===== src/rtl/muart_pkg.sv =====
package muart_pkg;
    localparam int unsigned ADDR_W   = 14;
    localparam int unsigned DATA_W   = 32;
    localparam int unsigned LOC_W    = 9;   // window is 0x200 bytes
    localparam int unsigned UADDR_W  = 8;   // forwarded part, below 0x100
    localparam int unsigned IDX_W    = ADDR_W - LOC_W;
    localparam logic [DATA_W-1:0] IDENT_WORD = 32'h0007_0002;

    localparam logic [11:0] OFS_IDENT  = 12'h000;
    localparam logic [11:0] OFS_COUNT  = 12'h004;
    localparam logic [11:0] OFS_STAT   = 12'h008;
    localparam logic [11:0] OFS_EN_SET = 12'h00C;
    localparam logic [11:0] OFS_EN_CLR = 12'h010;
    localparam logic [11:0] OFS_WK_SET = 12'h014;
    localparam logic [11:0] OFS_WK_CLR = 12'h018;

    typedef enum logic [1:0] {
        K_NULL   = 2'd0,
        K_GLOBAL = 2'd1,
        K_UART   = 2'd2
    } acc_kind_e;

    typedef struct packed {
        acc_kind_e          kind;
        logic [11:0]        gofs;
        logic [IDX_W-1:0]   idx;
        logic [UADDR_W-1:0] loc;
    } dec_t;
endpackage


===== src/rtl/muart_decode.sv =====
module muart_decode
    import muart_pkg::*;
#(
    parameter int unsigned NCH = 16
) (
    input  logic [ADDR_W-1:0] addr,
    output dec_t              dec
);
    localparam logic [IDX_W-1:0] WIN_BASE_IDX = IDX_W'(8); // 0x1000 / 0x200

    logic [IDX_W-1:0] idx;
    logic             in_win;

    always_comb begin
        in_win = (addr[ADDR_W-1:12] != '0);
        idx    = addr[ADDR_W-1:LOC_W] - WIN_BASE_IDX;
        dec.gofs = addr[11:0];
        dec.idx  = idx;
        dec.loc  = addr[UADDR_W-1:0];
        if (!in_win)
            dec.kind = K_GLOBAL;
        else if (addr[UADDR_W] == 1'b0 && idx < IDX_W'(NCH))
            dec.kind = K_UART;
        else
            dec.kind = K_NULL;
    end
endmodule


===== src/rtl/muart_mask.sv =====
module muart_mask
    import muart_pkg::*;
(
    input  logic              clk,
    input  logic              rst,
    input  logic              set_we,
    input  logic              clr_we,
    input  logic [DATA_W-1:0] wdata,
    output logic [DATA_W-1:0] mask
);
    always_ff @(posedge clk) begin
        if (rst)
            mask <= '0;
        else if (set_we)
            mask <= mask | wdata;
        else if (clr_we)
            mask <= mask & ~wdata;
    end
endmodule


===== src/rtl/muart_irq.sv =====
module muart_irq #(
    parameter int unsigned NCH = 16
) (
    input  logic           clk,
    input  logic           rst,
    input  logic [NCH-1:0] req_lvl,
    input  logic [NCH-1:0] enable,
    output logic [NCH-1:0] status,
    output logic           irq
);
    always_ff @(posedge clk) begin
        if (rst)
            status <= '0;
        else
            status <= req_lvl;
    end

    assign irq = |(status & enable);
endmodule


===== src/rtl/muart_agg.sv =====
module muart_agg
    import muart_pkg::*;
#(
    parameter int unsigned NCH = 16
) (
    input  logic                clk,
    input  logic                rst,
    input  logic                req_valid,
    input  logic                req_write,
    input  logic [ADDR_W-1:0]   req_addr,
    input  logic [DATA_W-1:0]   req_wdata,
    output logic [DATA_W-1:0]   rsp_rdata,
    output logic [NCH-1:0]      uart_sel,
    output logic [UADDR_W-1:0]  uart_addr,
    output logic                uart_wr,
    output logic [DATA_W-1:0]   uart_wdata,
    input  logic [DATA_W-1:0]   uart_rdata,
    input  logic [NCH-1:0]      uart_irq,
    output logic                irq_out
);
    dec_t              dec;
    logic              glb_wr;
    logic [DATA_W-1:0] irq_en;
    logic [DATA_W-1:0] wake_en;
    logic [NCH-1:0]    stat;
    logic [DATA_W-1:0] rd_next;

    muart_decode #(.NCH(NCH)) u_dec (.addr(req_addr), .dec(dec));

    assign glb_wr = req_valid && req_write && dec.kind == K_GLOBAL;

    muart_mask u_en (
        .clk(clk), .rst(rst),
        .set_we(glb_wr && dec.gofs == OFS_EN_SET),
        .clr_we(glb_wr && dec.gofs == OFS_EN_CLR),
        .wdata(req_wdata), .mask(irq_en)
    );

    muart_mask u_wake (
        .clk(clk), .rst(rst),
        .set_we(glb_wr && dec.gofs == OFS_WK_SET),
        .clr_we(glb_wr && dec.gofs == OFS_WK_CLR),
        .wdata(req_wdata), .mask(wake_en)
    );

    muart_irq #(.NCH(NCH)) u_irq (
        .clk(clk), .rst(rst),
        .req_lvl(uart_irq), .enable(irq_en[NCH-1:0]),
        .status(stat), .irq(irq_out)
    );

    // Channel strobes: one select line per populated channel.
    for (genvar ch = 0; ch < NCH; ch++) begin : g_sel
        assign uart_sel[ch] = req_valid && dec.kind == K_UART
                              && dec.idx == IDX_W'(ch);
    end
    assign uart_wr    = req_valid && req_write && dec.kind == K_UART;
    assign uart_addr  = dec.loc;
    assign uart_wdata = req_wdata;

    always_comb begin
        rd_next = '0;
        if (dec.kind == K_UART) begin
            rd_next = uart_rdata;
        end else if (dec.kind == K_GLOBAL) begin
            case (dec.gofs)
                OFS_IDENT:  rd_next = IDENT_WORD;
                OFS_COUNT:  rd_next = DATA_W'(NCH);
                OFS_STAT:   rd_next = DATA_W'(stat);
                OFS_EN_SET: rd_next = irq_en;
                OFS_EN_CLR: rd_next = ~irq_en;
                OFS_WK_SET: rd_next = wake_en;
                OFS_WK_CLR: rd_next = ~wake_en;
                default:    rd_next = '0;
            endcase
        end
    end

    always_ff @(posedge clk) begin
        if (rst)
            rsp_rdata <= '0;
        else if (req_valid && !req_write)
            rsp_rdata <= rd_next;
    end
endmodule


===== config.mk =====
export PLATFORM = sky130hd
export DESIGN_NAME = muart_agg
export DESIGN_NICKNAME = d
export VERILOG_FILES = /design/src/rtl/muart_pkg.sv /design/src/rtl/muart_decode.sv /design/src/rtl/muart_mask.sv /design/src/rtl/muart_irq.sv /design/src/rtl/muart_agg.sv
export SDC_FILE = /design/constraint.sdc
export NUM_CORES = 1
export LEC_CHECK = 0
export CELL_PAD_IN_SITES_DETAIL_PLACEMENT = 0
export CELL_PAD_IN_SITES_GLOBAL_PLACEMENT = 1
export CORE_UTILIZATION = 31
export CTS_CLUSTER_DIAMETER = 150
export CTS_CLUSTER_SIZE = 8
export DETAILED_ROUTE_END_ITERATION = 10
export MAX_ROUTING_LAYER = met4
export PLACE_DENSITY = 0.78
export SYNTH_ARGS = -nofsm -noshare
export SYNTH_HDL_FRONTEND = slang
export SYNTH_SLANG_ARGS = --single-unit

===== constraint.sdc =====
create_clock -name clk -period 3.7 [get_ports clk]
set_input_delay 1.11 -clock clk [delete_from_list [all_inputs] [get_ports clk]]
set_output_delay 1.11 -clock clk [all_outputs]
set_load 0.05 [all_outputs]

==> flow_metrics.py, run 1 <==
metrics = {
    "layout": {
        "nFillCells": 1764,
        "n_antenna_cell": 0,
        "drive_above_1_share": 0.175,
        "layout_common_cells": "130 x nand2_1, 127 x clkdlybuf4s50_1, 112 x dfxtp_1",
        "nets": 956,
        "fin_cells": 1096,
        "final_common_cell": "nand2_1",
        "syn_to_final_growth_pct": 50.5,
        "utilization": 0.475,
    },
    "yosys": {
        "synth_compound_area_frac": 0.316,
        "synthTopCellsByArea": "dfxtp_1 38%, a32o_1 11%, nand2_1 8.3%",
        "netlist_instances": 712,
        "synth_cell_type_count": 46,
        "synth_fa_ha_area_frac": 0.00213,
        "ys_ff_latch": 112,
        "synth_edf_count": 0,
        "synth-xor-area-share": 0,
        "yosysWarnings": 0,
        "synth_area_per_cell_um2": 8.27,
        "synth_top_family_by_area": "compound AO/OA/AOI/OAI gates",
        "muxShareOfSynthArea": 0.0257,
        "yosysTopAreaCell": "dfxtp_1",
        "syn_area_um2": 5890,
        "synthFlopType": "dfxtp_1",
        "async_flop_share": 0,
        "synth-simple-area-share": 0.175,
        "synth-seq-area-share": 0.381,
        "syn_nets": 811,
        "synth_top_cell_area_share": 0.381,
    },
    "die": {
        "ios": 188,
        "dieArea_um2": 19500,
        "fp.coreArea_um2": 18600,
        "start_util": 0.316,
        "die_w_um": 140,
        "fp-row-count": 50,
        "die_height_um": 140,
    },
    "placement": {
        "post-dp-hpwl_um": 14800,
        "port_buffers": 187,
        "pre_cts_ws_ps": -480,
        "dp.cells": 1080,
        "gp_congestion": 0.835,
    },
    "critical_path": {
        "worstSetupPathType": "in2out",
        "crit_end": "uart_sel[14]",
        "startpoint": "req_addr[12]",
        "r2r_slack_ps": 2390,
        "required_ps": 2590,
        "critPathMaxFanout": 6,
        "worstReg2RegEnd": "rsp_rdata[21]",
        "arrival_ps": 2520,
        "cp-start-kind": "input pin",
        "r2r_cells": 5,
        "endpoint_kind": "output pin",
    },
    "hold_path": {
        "hp-class": "reg2reg",
        "whs_path_depth": 1,
    },
    "drt": {
        "ant_nets": 0,
        "drt_iter0_markers": 463,
        "wl_um": 20000,
        "wl_per_cell_um": 18.2,
        "via_count": 5865,
        "avgViaCountPerCell": 5.35,
        "drc": 0,
        "firstDrtPassIters": 5,
    },
    "clock_network": {
        "cts.sinks": 112,
        "cts_tree": "done",
        "cts_buffers": 9,
        "clkTransAtPathRegs_ps": 70,
        "cts_buffer_depth": 2,
        "clock_latency_ps": 350,
        "htreeDepth": 3,
        "cts_root_buffer": "clkbuf_16",
    },
    "grt": {
        "grt_pass1_vias": 5362,
        "grt_antenna_before_repair": 0,
        "grt_pass1_wl_um": 31000,
        "grt_overflow": 0,
        "grtUsageMet1": 0.305,
        "grt_util_met2": 0.301,
        "grt_busiest_layer": "met1",
        "grt_max_degree": 36,
        "use_met3": 0.0189,
        "grt_usage": 0.208,
    },
    "power_and_ir_drop": {
        "seq_power_share": 0.448,
        "p_leak_nw": 3.10,
        "vdd.ir_drop.worst_mv": 0.263,
        "internal-power_mw": 1.97,
        "powerDensity_nw_per_um2": 312,
        "clockPowerShare": 0.340,
        "p_sw_mw": 0.796,
        "pwr-share-comb": 0.212,
        "netSwitchingFraction": 0.287,
    },
    "timing": {
        "skew_ps": 8.46,
        "min_period_ps": 3630,
        "worst_slack_ps": 66.8,
        "final.setup.tns_ps": 0,
        "setup_violations": 0,
        "worst_pin_slew_ps": 631,
        "rsz0062_at_grt": "yes",
        "finalMaxSlewViolations": 0,
        "finalCritPeriodShare": 0.982,
        "fmax_mhz": 275,
        "relSlewSlack": 0.579,
        "finalHoldViolCount": 0,
    },
    "job": {
        "maxCapViolations": 0,
    },
    "outcome": {
        "status": "complete, no violations",
    },
}
==> Yosys cell counts (2+ instances only) <==
master	instances
a41oi_1	14
nor4_1	2
mux2i_1	14
buf_4	40
a22o_1	4
buf_6	3
nor2b_1	21
a22oi_1	3
buf_2	9
nor3_1	7
nand3_1	12
o22ai_1	14
and3_1	17
dfxtp_1	112
nand4b_1	2
o21ai_0	36
clkbuf_1	49
a221oi_1	4
nor2_1	19
a2111oi_0	3
a211oi_1	11
o221ai_1	4
a21oi_1	62
a2bb2oi_1	10
or3_1	3
a21o_1	17
a31oi_1	2
nand2_1	130
a32o_1	64
o21bai_1	3
nand4_1	2
inv_1	5
==> worst max-delay path, stage by stage <==
cell and delay, ps:
buf_12 90, inv_12 30, ha_4 250, nor3b_4 290, nand4b_1 270, buf_4 240, nor2_4 90, buf_12 140
==> worst min-delay path by stage <==
stage / slack, ps / startpoint / endpoint
finish: 520 / register / register
global route: 530 / register / register
CTS: 520 / register / rsp_rdata[0]
detailed placement: 500 / register / rsp_rdata[0]
global placement: 490 / register / register
floorplan: 480 / register / register
==> layer usage <==
| layer | up-vias | share of wire |
|---|---|---|
| li1 | 2918 | - |
| met1 | 2750 | 0.49 |
| met2 | 180 | 0.45 |
| met3 | 17 | 0.050 |
| met4 | 0 | 0.013 |
| met5 | - | 0 |
==> what timing repair did <==
| item | CTS | global route |
|---|---|---|
| hold buffers | 0 | 0 |
| endpoints found under the setup margin | 17 | 6 |
| resized for setup | 11 | 4 |
| pin swaps | 5 | 2 |
| buffers inserted | 1 | 0 |
==> metrics by stage <==
stage	cell area, um^2	power, mW	hold WS, ps
2_1_floorplan	6070	1.57	478
3_3_place_gp	8570	1.85	495
3_5_place_dp	8570	1.85	501
4_1_cts	8860	2.79	516
5_1_grt	8860	2.88	532
6_report	8860	2.77	516
==> power by group through the flow <==
stage               sequential, mW  combinational [mW]  clock [mW]
floorplan                     1.31               0.260           0
global placement              1.27               0.585           0
detailed placement            1.27               0.587           0
CTS                           1.24               0.590       0.960
global route                  1.24               0.620        1.02
finish                        1.24               0.588       0.941
==> layout make-up <==
cell class / count / area (um^2) / area share
inverter: 6 / 40.0 / 0.00452
clock inverter: 5 / 38.8 / 0.00438
timing repair buffer: 235 / 2760 / 0.312
multi-input combinational: 493 / 3240 / 0.366
sequential: 112 / 2240 / 0.253
clock buffer: 11 / 243 / 0.0274
tap: 234 / 293 / 0.0330
==> logic make-up after synthesis <==
group                      count (synthesis)
muxes                                     15
and+or+nand+nor                          224
adders and majority gates                  1
DFF                                      112
AOI/OAI and AO/OA                        253
buffers and inverters                    107
(Power assumes the default switching activity.)
==> inputs of run 2 (changes only) <==
--- a/config.mk
+++ b/config.mk
@@ -7,12 +7,14 @@
 export LEC_CHECK = 0
 export CELL_PAD_IN_SITES_DETAIL_PLACEMENT = 0
 export CELL_PAD_IN_SITES_GLOBAL_PLACEMENT = 1
-export CORE_UTILIZATION = 31
+export CORE_UTILIZATION = 42
 export CTS_CLUSTER_DIAMETER = 150
 export CTS_CLUSTER_SIZE = 8
 export DETAILED_ROUTE_END_ITERATION = 10
+export DONT_BUFFER_PORTS = 1
 export MAX_ROUTING_LAYER = met4
-export PLACE_DENSITY = 0.78
+export PLACE_DENSITY = 0.77
+export SKIP_LAST_GASP = 1
 export SYNTH_ARGS = -nofsm -noshare
 export SYNTH_HDL_FRONTEND = slang
 export SYNTH_SLANG_ARGS = --single-unit
==> run 2 against run 1 <==
Effect of this change: cell count is 22% lower; total power is 11% lower; first-iteration DRC count is 15% higher; global-route usage is 6.1 points higher; largest cell class unchanged; maximum frequency is 3.5% higher; cell area is 25% lower; worst hold slack worse by 8.2 ps; register-to-register slack worse by 20 ps; non-clock buffer count is 189 lower; clock skew is 3.2 ps lower; sequential cell count stayed put.
==> flow_metrics.py, run 2 (synthesized netlist as in run 1, its figures left out) <==
metrics = {
    "layout": {
        "utilization": 0.491,
        "postLayoutCellArea_um2": 6610,
        "nets": 767,
        "nFillCells": 1285,
        "syn_to_final_growth_pct": 12.2,
        "layout_common_cells": "130 x nand2_1, 112 x dfxtp_1, 64 x a32o_1",
        "final_common_cell": "nand2_1",
        "drive_above_1_share": 0.134,
        "regArea_um2": 2240,
        "fin_cells": 852,
        "multi_input_area_um2": 3240,
    },
    "grt": {
        "grt_overflow": 0,
        "grt_busiest_layer": "met2",
        "grt_usage": 0.270,
        "grt_pass1_wl_um": 29400,
        "grt_max_degree": 35,
        "use_met3": 0.0792,
        "grt_pass1_vias": 5252,
        "grt_util_met2": 0.421,
        "grtUsageMet1": 0.335,
        "grt_antenna_before_repair": 3,
    },
    "placement": {
        "placed_cell_area_um2": 6300,
        "gp_congestion": 0.889,
        "port_buffers": 0,
        "post-dp-hpwl_um": 12900,
        "dp.cells": 833,
    },
    "job": {
        "maxCapViolations": 0,
    },
    "drt": {
        "wl_per_cell_um": 22.0,
        "via_count": 5350,
        "ant_nets": 0,
        "avgViaCountPerCell": 6.28,
        "drt_iter0_markers": 534,
        "firstDrtPassIters": 5,
        "drc": 0,
        "wl_um": 18800,
    },
    "critical_path": {
        "cpMaxStageDelayCell": "nor3b_4",
        "crit_chain": "inv_12, ha_4, nor3b_4, nand4b_1, buf_4, nor2_4, buf_12",
        "r2r_slack_ps": 2370,
        "cp.depth": 7,
        "worstReg2RegEnd": "rsp_rdata[1]",
        "endpoint_kind": "output pin",
        "critPathMaxFanout": 7,
        "cp_slowest_stage_delay_ps": 280,
        "arrival_ps": 2400,
        "startpoint": "req_addr[12]",
        "path_buf_inv": 3,
        "cp-start-kind": "input pin",
        "crit_end": "uart_sel[6]",
        "required_ps": 2590,
        "worstSetupPathType": "in2out",
        "r2r_cells": 5,
        "path_delay_family": "simple AND/OR/NAND/NOR gates",
    },
    "die": {
        "dieArea_um2": 14500,
        "die_w_um": 120,
        "start_util": 0.438,
        "fp-row-count": 42,
        "die_height_um": 120,
        "fp.coreArea_um2": 13500,
        "ios": 188,
    },
    "clock_network": {
        "clock_latency_ps": 360,
        "cts_root_buffer": "clkbuf_16",
        "cts_tree": "done",
        "postCtsSetupRepairBufs": 0,
        "clkTransAtPathRegs_ps": 70,
        "ctsResizeCount": 0,
        "cts_hold_buf": 0,
        "cts_buffers": 9,
        "cts.sinks": 112,
        "htreeDepth": 3,
        "cts_buffer_depth": 2,
    },
    "power_and_ir_drop": {
        "clockPowerShare": 0.405,
        "vdd.ir_drop.worst_mv": 0.204,
        "pwr-share-comb": 0.072,
        "netSwitchingFraction": 0.258,
        "internal-power_mw": 1.82,
        "seq_power_share": 0.524,
        "powerDensity_nw_per_um2": 372,
        "p_sw_mw": 0.634,
        "p_leak_nw": 2.15,
    },
    "timing": {
        "final.setup.tns_ps": 0,
        "fmax_mhz": 285,
        "finalMaxSlewViolations": 0,
        "min_period_ps": 3510,
        "finalHoldViolCount": 0,
        "skew_ps": 5.24,
        "worst_pin_slew_ps": 957,
        "finalCritPeriodShare": 0.949,
        "relSlewSlack": 0.362,
        "rsz0062_at_grt": "no",
        "setup_violations": 0,
    },
    "outcome": {
        "status": "complete, no violations",
    },
    "hold_path": {
        "hp-class": "reg2reg",
        "whs_path_depth": 2,
    },
}
-- run 2: how the worst min path moves through the flow --
stage                     slack (ps)             to     start
after detailed placement         500  rsp_rdata[12]  register
after global routing             540  rsp_rdata[12]  register
after global placement           490  rsp_rdata[15]  register
after CTS                        510  rsp_rdata[12]  register
after floorplan                  480       register  register
final                            510  rsp_rdata[12]  register
-- run 2: power groups by stage --
stage                     clock network (mW)  logic [mW]  registers, mW
after floorplan                            0       0.260           1.31
after global placement                     0       0.170           1.32
after detailed placement                   0       0.175           1.32
after CTS                               1.01       0.176           1.29
after global routing                    1.05       0.195           1.29
final                                  0.994       0.177           1.29
-- run 2: final cells by class --
| type | instances | area share |
|---|---|---|
| inverters | 6 | 0.00606 |
| multi-input cells | 493 | 0.491 |
| flip-flops and latches | 112 | 0.339 |
| well taps | 176 | 0.0333 |
| clock buffers | 10 | 0.0347 |
| repair buffers | 46 | 0.0845 |
| clock inverters | 6 | 0.0102 |
| diodes | 3 | 0.00114 |
-- run 2: per-layer routing --
layer | share of wire | vias to the layer above
met3 | 0.086 | 20
met2 | 0.47 | 215
met4 | 0.012 | 0
li1 | - | 2516
met5 | 0 | -
met1 | 0.44 | 2599
-- run 2: metrics by stage --
stage	power [mW]	worst slack, ps	hold WS (ps)
final	2.46	190	508
after detailed placement	1.49	193	502
after global routing	2.54	84.5	541
after global placement	1.49	237	492
after floorplan	1.57	-261	478
after CTS	2.47	177	513
-- run 2: worst register-to-register path: stages (launching register included) --
cell and delay, ps:
dfxtp_1 340, mux2_2 260, o21ai_0 150, nor4_1 70, nor3_1 300, a211oi_1 80
==> inputs of run 3 (changes only) <==
--- a/config.mk
+++ b/config.mk
@@ -7,13 +7,12 @@
 export LEC_CHECK = 0
 export CELL_PAD_IN_SITES_DETAIL_PLACEMENT = 0
 export CELL_PAD_IN_SITES_GLOBAL_PLACEMENT = 1
-export CORE_UTILIZATION = 42
+export CORE_UTILIZATION = 45
 export CTS_CLUSTER_DIAMETER = 150
 export CTS_CLUSTER_SIZE = 8
 export DETAILED_ROUTE_END_ITERATION = 10
 export DONT_BUFFER_PORTS = 1
-export MAX_ROUTING_LAYER = met4
-export PLACE_DENSITY = 0.77
+export PLACE_DENSITY = 0.78
 export SKIP_LAST_GASP = 1
 export SYNTH_ARGS = -nofsm -noshare
 export SYNTH_HDL_FRONTEND = slang
==> constraint.sdc (replaced) <==
create_clock -name clk -period 3.8 [get_ports clk]
set_input_delay 1.14 -clock clk [delete_from_list [all_inputs] [get_ports clk]]
set_output_delay 1.14 -clock clk [all_outputs]
set_load 0.05 [all_outputs]
==> run 3 against run 2 <==
Effect of this change: worst setup slack better by 71 ps; sequential power about the same; sequential cell count unchanged; die area down 6.6%; clock power down 8.0%; critical path type unchanged; highest routed layer unchanged.
==> flow_metrics.py, run 3 (synthesized netlist as in run 1, its figures left out) <==
metrics = {
    "outcome": {
        "status": "complete, no violations",
    },
    "critical_path": {
        "critPathMaxFanout": 7,
        "r2r-start": "rsp_rdata[0]",
        "endpoint_kind": "output pin",
        "cp-start-kind": "input pin",
        "r2r_slack_ps": 2530,
        "worstSetupPathType": "in2out",
        "required_ps": 2660,
        "worstReg2RegEnd": "rsp_rdata[0]",
        "r2r_cells": 3,
        "arrival_ps": 2400,
    },
    "timing": {
        "min_period_ps": 3540,
        "setup_violations": 0,
        "finalHoldViolCount": 0,
        "fmax_mhz": 283,
        "final.setup.tns_ps": 0,
        "worst_pin_slew_ps": 922,
        "relSlewSlack": 0.385,
        "worst_slack_ps": 261,
        "skew_ps": 4.97,
        "finalCritPeriodShare": 0.931,
        "hold-worst-slack_ps": 510,
        "rsz0062_at_grt": "no",
        "finalMaxSlewViolations": 0,
    },
    "drt": {
        "wl_um": 18100,
        "via_count": 5397,
        "wl_per_cell_um": 21.5,
        "drt_iter0_markers": 490,
        "firstDrtPassIters": 5,
        "ant_nets": 0,
        "drc": 0,
        "avgViaCountPerCell": 6.41,
    },
    "grt": {
        "grt_util_met2": 0.428,
        "grt_max_degree": 73,
        "grt_pass1_wl_um": 27600,
        "use_met3": 0.0789,
        "grt_pass1_vias": 4948,
        "grt_busiest_layer": "met2",
        "grt_overflow": 0,
        "grt_antenna_before_repair": 0,
        "grtUsageMet1": 0.352,
        "grt_usage": 0.270,
    },
    "layout": {
        "drive_above_1_share": 0.130,
        "syn_to_final_growth_pct": 10.9,
        "final_common_cell": "nand2_1",
        "layout_common_cells": "130 x nand2_1, 112 x dfxtp_1, 64 x a32o_1",
        "n_antenna_cell": 0,
        "fin_cells": 842,
        "utilization": 0.515,
        "nets": 764,
        "postLayoutCellArea_um2": 6530,
    },
    "job": {
        "maxCapViolations": 0,
    },
    "die": {
        "fp-row-count": 41,
        "die_height_um": 116,
        "fp.coreArea_um2": 12700,
        "start_util": 0.465,
        "ios": 188,
        "dieArea_um2": 13500,
        "die_w_um": 116,
    },
    "power_and_ir_drop": {
        "internal-power_mw": 1.71,
        "p_leak_nw": 2.12,
        "pwr-share-comb": 0.071,
        "p_sw_mw": 0.622,
        "vdd.ir_drop.worst_mv": 0.189,
        "clockPowerShare": 0.391,
        "netSwitchingFraction": 0.266,
        "power_mw": 2.34,
        "seq_power_share": 0.538,
        "powerDensity_nw_per_um2": 358,
    },
    "clock_network": {
        "clock_latency_ps": 360,
        "cts_buffers": 9,
        "clkTransAtPathRegs_ps": 80,
        "cts_tree": "done",
        "cts_root_buffer": "clkbuf_16",
        "ctsResizeCount": 0,
        "postCtsSetupRepairBufs": 0,
        "cts.sinks": 112,
        "cts_hold_buf": 0,
        "cts_buffer_depth": 2,
        "htreeDepth": 3,
    },
    "placement": {
        "gp_congestion": 0.829,
        "port_buffers": 0,
        "post-dp-hpwl_um": 12800,
        "pre_cts_ws_ps": 264,
        "placed_cell_area_um2": 6250,
        "dp.cells": 826,
    },
    "hold_path": {
        "hp-class": "reg2reg",
        "hold_path_end": "rsp_rdata[14]",
        "whs_path_depth": 2,
    },
}
-- run 3: critical path: stages --
cell and delay [ps]:
inv_12 10, ha_4 250, nor3b_4 280, nand3_1 300, nor3_4 240, buf_12 160
-- run 3: area by class of cell --
cell class	count	area [um^2]
Clock buffer	10	229
Timing Repair Buffer	43	523
Fill cell	1190	6140
Inverter	6	40.0
Tap cell	172	215
Sequential cell	112	2240
Clock inverter	6	52.6
Multi-Input combinational cell	493	3230
-- run 3: power groups by stage --
stage / logic, mW / clock network [mW] / registers, mW
after global routing: 0.181 / 0.975 / 1.26
after floorplan: 0.253 / 0 / 1.27
final: 0.166 / 0.914 / 1.26
after CTS: 0.165 / 0.927 / 1.26
after global placement: 0.162 / 0 / 1.28
after detailed placement: 0.164 / 0 / 1.28
-- run 3: worst max path at each step --
stage / startpoint / endpoint / slack (ps)
after global placement: req_addr[12] / uart_sel[11] / 290
after floorplan: req_addr[12] / uart_sel[10] / -220
final: req_addr[12] / uart_sel[8] / 260
after CTS: req_addr[12] / uart_sel[8] / 260
after global routing: req_addr[12] / uart_sel[8] / 160
after detailed placement: req_addr[12] / uart_sel[8] / 260
-- run 3: metal layers --
metal  vias up  part of all wire
met4         0             0.015
met2       254              0.46
li1       2505                 -
met1      2614              0.43
met5         -                 0
met3        24              0.10
